<file path="config.mk">
export PLATFORM = sky130hd
export DESIGN_NAME = rfd_decoder
export DESIGN_NICKNAME = d
export VERILOG_FILES = /design/src/rtl/rfd_pkg.sv /design/src/rtl/rfd_resolve.sv /design/src/rtl/rfd_ptr.sv /design/src/rtl/rfd_gpr.sv /design/src/rtl/rfd_decoder.sv
export SDC_FILE = /design/constraint.sdc
export NUM_CORES = 1
export LEC_CHECK = 0
export ABC_CLOCK_PERIOD_IN_PS = 7300
export CAP_MARGIN = 20
export CELL_PAD_IN_SITES_DETAIL_PLACEMENT = 0
export CELL_PAD_IN_SITES_GLOBAL_PLACEMENT = 1
export CORE_UTILIZATION = 40
export DETAILED_ROUTE_END_ITERATION = 8
export DONT_BUFFER_PORTS = 1
export HOLD_SLACK_MARGIN = 0.05
export PLACE_DENSITY = 0.59
export RECOVER_POWER = 50
export REMOVE_ABC_BUFFERS = 1
export SLEW_MARGIN = 20
export SYNTH_ARGS = -nofsm -noshare
export SYNTH_HDL_FRONTEND = slang
export SYNTH_SLANG_ARGS = --single-unit
</file>
<file path="constraint.sdc">
create_clock -name clk -period 7.3 [get_ports clk]
set_input_delay 1.095 -clock clk [delete_from_list [all_inputs] [get_ports clk]]
set_output_delay 1.095 -clock clk [all_outputs]
set_load 0.005 [all_outputs]
</file>
<file path="src/rtl/rfd_pkg.sv">
package rfd_pkg;
  localparam int DATA_W_D  = 8;
  localparam int DIR_W_D   = 5;
  localparam int PTR_W_D   = 7;
  localparam int SFR_N_D   = 8;
  localparam int PTR_LOC_D = 4;

  typedef enum logic [2:0] {
    HIT_NULL,
    HIT_SFR,
    HIT_PTR,
    HIT_SHARED,
    HIT_BANKED
  } hit_e;
endpackage

</file>
<file path="src/rtl/rfd_resolve.sv">
module rfd_resolve
  import rfd_pkg::*;
#(
  parameter int DIR_W   = DIR_W_D,
  parameter int PTR_W   = PTR_W_D,
  parameter int SFR_N   = SFR_N_D,
  parameter int PTR_LOC = PTR_LOC_D
) (
  input  logic [DIR_W-1:0]       dir_addr_i,
  input  logic [PTR_W-1:0]       ptr_i,
  output logic [PTR_W-1:0]       phys_o,
  output logic [DIR_W-1:0]       loc_o,
  output logic [PTR_W-DIR_W-1:0] bank_o,
  output logic                   is_ind_o,
  output hit_e                   hit_o
);
  localparam int BANK_W = PTR_W - DIR_W;

  logic folded;

  always_comb begin
    is_ind_o = (dir_addr_i == '0);
    loc_o    = is_ind_o ? ptr_i[DIR_W-1:0] : dir_addr_i;
    bank_o   = ptr_i[PTR_W-1:DIR_W];
    folded   = !loc_o[DIR_W-1];
    if (loc_o == '0) begin
      hit_o  = HIT_NULL;
      phys_o = '0;
    end else begin
      phys_o = folded ? {{BANK_W{1'b0}}, loc_o} : {bank_o, loc_o};
      if (loc_o < DIR_W'(SFR_N)) begin
        hit_o = (loc_o == DIR_W'(PTR_LOC)) ? HIT_PTR : HIT_SFR;
      end else if (folded) begin
        hit_o = HIT_SHARED;
      end else begin
        hit_o = HIT_BANKED;
      end
    end
  end
endmodule

</file>
<file path="src/rtl/rfd_ptr.sv">
module rfd_ptr #(
  parameter int PTR_W  = rfd_pkg::PTR_W_D,
  parameter int DATA_W = rfd_pkg::DATA_W_D
) (
  input  logic              clk,
  input  logic              rst_n,
  input  logic              we_i,
  input  logic [PTR_W-1:0]  wr_data_i,
  output logic [PTR_W-1:0]  ptr_o,
  output logic [DATA_W-1:0] rd_o
);
  localparam int PAD_W = DATA_W - PTR_W;

  logic [PTR_W-1:0] ptr_q, ptr_d;

  always_comb begin
    ptr_d = ptr_q;
    if (we_i) ptr_d = wr_data_i;
  end

  always_ff @(posedge clk or negedge rst_n) begin
    if (!rst_n) ptr_q <= '0;
    else        ptr_q <= ptr_d;
  end

  assign ptr_o = ptr_q;
  assign rd_o  = {{PAD_W{1'b1}}, ptr_q};

  // a write loads the stored bits on the next edge
  p_ptr_load_r2: assert property (@(posedge clk) disable iff (!rst_n)
    we_i |=> (ptr_q == $past(wr_data_i)));

  // without a write the pointer holds
  p_ptr_hold_r10: assert property (@(posedge clk) disable iff (!rst_n)
    !we_i |=> $stable(ptr_q));
endmodule

</file>
<file path="src/rtl/rfd_gpr.sv">
module rfd_gpr
  import rfd_pkg::*;
#(
  parameter int DATA_W = DATA_W_D,
  parameter int DIR_W  = DIR_W_D,
  parameter int BANK_W = PTR_W_D - DIR_W_D,
  parameter int SFR_N  = SFR_N_D
) (
  input  logic              clk,
  input  hit_e              hit_i,
  input  logic [DIR_W-1:0]  loc_i,
  input  logic [BANK_W-1:0] bank_i,
  input  logic              wr_en_i,
  input  logic [DATA_W-1:0] wr_data_i,
  output logic [DATA_W-1:0] rd_o
);
  localparam int HALF     = (1 << DIR_W) / 2;
  localparam int SHARED_N = HALF - SFR_N;
  localparam int NBANK    = 1 << BANK_W;
  localparam int GPR_N    = SHARED_N + NBANK * HALF;
  localparam int IDX_W    = $clog2(GPR_N);

  logic [DATA_W-1:0] mem [GPR_N];
  logic [IDX_W-1:0]  idx;
  logic              ram_we;
  logic [GPR_N-1:0]  we_vec;
  int                tmp;

  always_comb begin
    tmp = 0;
    if (hit_i == HIT_SHARED) tmp = int'(loc_i) - SFR_N;
    else if (hit_i == HIT_BANKED) tmp = SHARED_N + int'(bank_i) * HALF + int'(loc_i) - HALF;
    idx    = IDX_W'(tmp);
    ram_we = wr_en_i && ((hit_i == HIT_SHARED) || (hit_i == HIT_BANKED));
  end

  for (genvar g = 0; g < GPR_N; g++) begin : g_we
    assign we_vec[g] = ram_we && (idx == IDX_W'(g));
  end

  always_ff @(posedge clk) begin
    for (int i = 0; i < GPR_N; i++) begin
      if (we_vec[i]) mem[i] <= wr_data_i;
    end
  end

  assign rd_o = mem[idx];
endmodule

</file>
<file path="src/rtl/rfd_decoder.sv">
module rfd_decoder
  import rfd_pkg::*;
#(
  parameter int DATA_W  = DATA_W_D,
  parameter int DIR_W   = DIR_W_D,
  parameter int PTR_W   = PTR_W_D,
  parameter int SFR_N   = SFR_N_D,
  parameter int PTR_LOC = PTR_LOC_D
) (
  input  logic              clk,
  input  logic              rst_n,
  input  logic [DIR_W-1:0]  dir_addr_i,
  input  logic              wr_en_i,
  input  logic [DATA_W-1:0] wr_data_i,
  input  logic [DATA_W-1:0] sfr_rd_data_i,
  output logic [DATA_W-1:0] rd_data_o,
  output logic [PTR_W-1:0]  phys_addr_o,
  output logic              indirect_o,
  output logic              sfr_sel_o,
  output logic [$clog2(SFR_N)-1:0] sfr_idx_o,
  output logic              sfr_we_o
);
  localparam int BANK_W = PTR_W - DIR_W;
  localparam int SIDX_W = $clog2(SFR_N);

  logic              rst_m, rst_q;
  logic [PTR_W-1:0]  ptr_q;
  logic [DATA_W-1:0] ptr_rd, gpr_rd;
  logic [DIR_W-1:0]  loc;
  logic [BANK_W-1:0] bank;
  logic              ptr_we;
  hit_e              hit;

  always_ff @(posedge clk or negedge rst_n) begin
    if (!rst_n) begin
      rst_m <= 1'b0;
      rst_q <= 1'b0;
    end else begin
      rst_m <= 1'b1;
      rst_q <= rst_m;
    end
  end

  rfd_resolve #(
    .DIR_W(DIR_W), .PTR_W(PTR_W), .SFR_N(SFR_N), .PTR_LOC(PTR_LOC)
  ) u_resolve (
    .dir_addr_i(dir_addr_i),
    .ptr_i     (ptr_q),
    .phys_o    (phys_addr_o),
    .loc_o     (loc),
    .bank_o    (bank),
    .is_ind_o  (indirect_o),
    .hit_o     (hit)
  );

  assign ptr_we = wr_en_i && (hit == HIT_PTR);

  rfd_ptr #(.PTR_W(PTR_W), .DATA_W(DATA_W)) u_ptr (
    .clk      (clk),
    .rst_n    (rst_q),
    .we_i     (ptr_we),
    .wr_data_i(wr_data_i[PTR_W-1:0]),
    .ptr_o    (ptr_q),
    .rd_o     (ptr_rd)
  );

  rfd_gpr #(
    .DATA_W(DATA_W), .DIR_W(DIR_W), .BANK_W(BANK_W), .SFR_N(SFR_N)
  ) u_gpr (
    .clk      (clk),
    .hit_i    (hit),
    .loc_i    (loc),
    .bank_i   (bank),
    .wr_en_i  (wr_en_i),
    .wr_data_i(wr_data_i),
    .rd_o     (gpr_rd)
  );

  always_comb begin
    sfr_sel_o = (hit == HIT_SFR);
    sfr_idx_o = loc[SIDX_W-1:0];
    sfr_we_o  = sfr_sel_o && wr_en_i;
    case (hit)
      HIT_SFR:    rd_data_o = sfr_rd_data_i;
      HIT_PTR:    rd_data_o = ptr_rd;
      HIT_SHARED,
      HIT_BANKED: rd_data_o = gpr_rd;
      default:    rd_data_o = '0;
    endcase
  end

  // a folded location always reports bank 0
  p_fold_bank0_r4: assert property (@(posedge clk) disable iff (!rst_q)
    !phys_addr_o[DIR_W-1] |-> (phys_addr_o[PTR_W-1:DIR_W] == '0));

  // a banked location carries the pointer's bank bits
  p_banked_bank_r3: assert property (@(posedge clk) disable iff (!rst_q)
    phys_addr_o[DIR_W-1] |-> (phys_addr_o[PTR_W-1:DIR_W] == ptr_q[PTR_W-1:DIR_W]));

  // a pointer read always shows the unimplemented top bit as 1
  p_ptr_msb_r2: assert property (@(posedge clk) disable iff (!rst_q)
    (hit == HIT_PTR) |-> rd_data_o[DATA_W-1]);

  // the external strobe never reaches location 0 or the pointer
  p_sfr_we_r7: assert property (@(posedge clk) disable iff (!rst_q)
    sfr_we_o |-> ((sfr_idx_o != SIDX_W'(PTR_LOC)) && (sfr_idx_o != '0) && !phys_addr_o[DIR_W-2]));

  // a self-referencing write leaves the pointer alone
  p_null_write_r6: assert property (@(posedge clk) disable iff (!rst_q)
    (indirect_o && (phys_addr_o == '0) && wr_en_i) |=> $stable(ptr_q));
endmodule

</file>
==> results.md <==
* Status: finished, violations left
* Failing checks: capacitance limit, slew limit
* Period utilization at 93.7%
* Min-Delay Path Class: flop to asynchronous set/reset pin
* WL per Instance at about 33 um
* Number of global-route vias before repair at between 10000 and 15000
* Vias at 15100
* Ports at 45
* Crit path largest cell delay at 1000 ps
* Total CTS buffers at 60
* Cells after synthesis at 1565
* Global Route met2 Usage at a little over two fifths
* CTS tree: done
* Critical Path Sink Type: output port
* Clk slew on worst S/H paths at roughly 60 ps
* Final wirelength at 80600 um
* Post-CTS Setup Inserts at 0
* Chip Width at 244 um
* Gr ovfl total at 0
* Worst path arrival time at around 5800 ps
* Leak pwr at around 0.0085 uW
* Main synth FF type: edfxtp_1
* Root Driver: clkbuf_16
* Crit path cell chain: nor3_4, a21o_4, inv_2, ha_1, inv_1, ha_1, fa_1, nor3_1, a211oi_2, nor2_1, nand3_1, nand4_1, o41ai_1, buf_4
* GRT busiest layer: met2
* Setup violators final at 0
* Area leader, netlist: edfxtp_1
* Rel. slew slack at -68.8%
* # nets final at 1642
* RSZ-0062 raised after global routing: no
* Drt via density at 6.21
* Total chip power at 7390 uW
* Layout cell share with drive strength beyond 1 at 14.4%
* EDFF count, synth at 576
* Share of the yosys chip area belonging to registers at between 70% and 80%
* Synth warn at 0
* Worst Path Max Fanout at 18
* Initial antenna violation count at 8
* CP required at 6200 ps
* Area of the mapped netlist at 0.0235 mm^2
* Pwr dens at about 280 mW/mm^2
* Top post-synthesis cells by area: edfxtp_1, nor2_1, o221ai_1
* Die area at 0.0597 mm^2
* Startpoint types: primary input
* PortBufs at 0
* Critical path's top delay family: compound AO/OA/AOI/OAI gates
* Core area at 0.0578 mm^2
* Fin Hold WS at 161 ps
* VDD IR-drop max at 0.182 mV
* Post-layout utilization of the core at 46.3%
* P&R area growth vs syn at 13.9%
* Final ANT Viol Nets at 0
* Total track usage at 27.2%
* Htree depth at 2
* Setup_tns at 0 ps
* Cts repair resizes at 0
* Cell variety after synth at 90
* CTS sink cnt at 585
* Kind of critical path: primary input to output port
* Tightest Pin Transition at 2530 ps
* Global Route met3 Usage at 6.65%
* Slowest library cell on the worst path: o41ai_1
* Tmin final at 6840 ps
* Met1 Usage GRT at 38.2%
* Area fraction of the dominant cell type after synthesis at 73.7%
* Ys async rst share at 1.54%
* Average size of a mapped cell at 15.0 um^2
* Clock buffer depth at 3
* Gp weighted congestion at 0.930
* Synthesis-stage register bit count at 585
* Global-route wire length before repair at between 100000 and 150000 um
* Commonest non-fill, non-tap cell in the layout: edfxtp_1
* Hold buffers post-CTS at 0
* Largest net degree at the start of global routing at 74
* Final Skew at 22.6 ps
* Crit Reg-Reg Startpoint: u_ptr.ptr_o[4]$_DFFE_PN0P_
* Cell mode on critical path: ha_1
* Clock Latency Late Sink at 630 ps
* Starting DRT DRC Count at between 1500 and 2000
* Fin. max-slew vios at 25
* Rows at slightly below 90
* Most frequent cells in the layout: edfxtp_1, nor2_1, nand2_1
* Max-cap violations at 1
* Buf/Inv on CP at 3
* Post-route DRC at 0
* Peak Freq at ~150 MHz
* Hold Fails Final Rpt at 0
* Overall die height at 244 um
* Starting Density at 40.6%
* Worst setup path start: dir_addr_i[0]
* Dpl hpwl at 50000 um
* DR pass1 iterations at 6
## final timing paths
kind	end	slack, ps	cells after the start
setup / recovery	rd_data_o[4]	460	14
hold / removal	u_ptr.ptr_o[3]$_DFFE_PN0P_	160	0
setup reg to reg	u_gpr.mem[62][0]$_DFFE_PP_	2230	10
hold reg to reg	u_ptr.ptr_o[3]$_DFFE_PN0P_	160	0
max in group asynchronous	u_ptr.ptr_o[4]$_DFFE_PN0P_	6850	0
min in group clk	rst_q$_DFF_PN0_	350	0
## power by group
group	internal, uW	switching, uW	total, uW	leakage [uW]
clock network	1850	1300	3150	0.000983
logic	155	371	526	0.00219
registers	3700	10.0	3710	0.00530
total	5700	1690	7390	0.00847
## worst reg2reg max path: stages (launching register included)
cell and delay, ps:
dfrtp_1 430, nor2b_1 360, a21o_4 370, inv_2 240
ha_1 260, buf_4 210, a31oi_1 590, and2_1 320
nand3_1 630, nor3_1 1070, buf_4 290
## synth_stat cells, types with 9 or more instances
master     number
and3_1         29
nor3_1         48
a21oi_1        41
nand2_1       105
o31ai_1         9
nor2_1        134
o22ai_1        68
edfxtp_1      576
a31oi_1        24
o22a_1         19
buf_4          10
o221ai_1       55
mux2_2         10
buf_2          47
o211ai_1       19
dfrtp_1         9
a211oi_1       10
inv_1          25
o21ai_0        64
buf_1          10
o2111ai_1      12
a22oi_1        20
nand3_1        15
or3_1          11
clkbuf_1       31
## area by class of cell
class / count / area, um^2
fillers: 5040 / 31000
flip-flops and latches: 585 / 17500
multi-input cells: 852 / 5440
clock buffers: 72 / 1570
well taps: 765 / 957
repair buffers: 84 / 711
clock inverters: 40 / 444
inverters: 29 / 109
diodes: 1 / 2.50
## per-layer routing
| metal | wire [um] | vias up |
|---|---|---|
| met4 | 1910 | 10 |
| met2 | 37100 | 704 |
| met1 | 34300 | 7832 |
| met3 | 7320 | 140 |
| met5 | 69 | - |
| li1 | - | 6399 |
## flip-flops by register name, summed over array words and instances, names as in the netlist
register / flops
u_ptr.ptr_o: 7
rst_m: 1
rst_q: 1
u_gpr.mem: 576
## through the flow
step	instances	setup slack, ps	cell area (um^2)
5_1_grt	2427	361	26800
4_1_cts	2427	629	26800
6_report	2428	457	26800
2_1_floorplan	1466	542	23000
3_5_place_dp	2315	667	24800
3_3_place_gp	2315	693	24700
## logic make-up after synthesis
| kind of cell | count (synthesis) | share of synthesized area (%) |
|---|---|---|
| AND/OR/NAND/NOR | 390 | 7.84 |
| buffers and inverters | 128 | 2.49 |
| other | 1 | 0.0160 |
| XOR/XNOR | 1 | 0.0373 |
| multiplexers | 19 | 1.08 |
| adder cells (fa/ha/maj) | 6 | 0.352 |
| flip-flops | 585 | 74.6 |
| AO/OA/AOI/OAI | 435 | 13.6 |
Note: power is estimated with default switching activity, not from simulation.
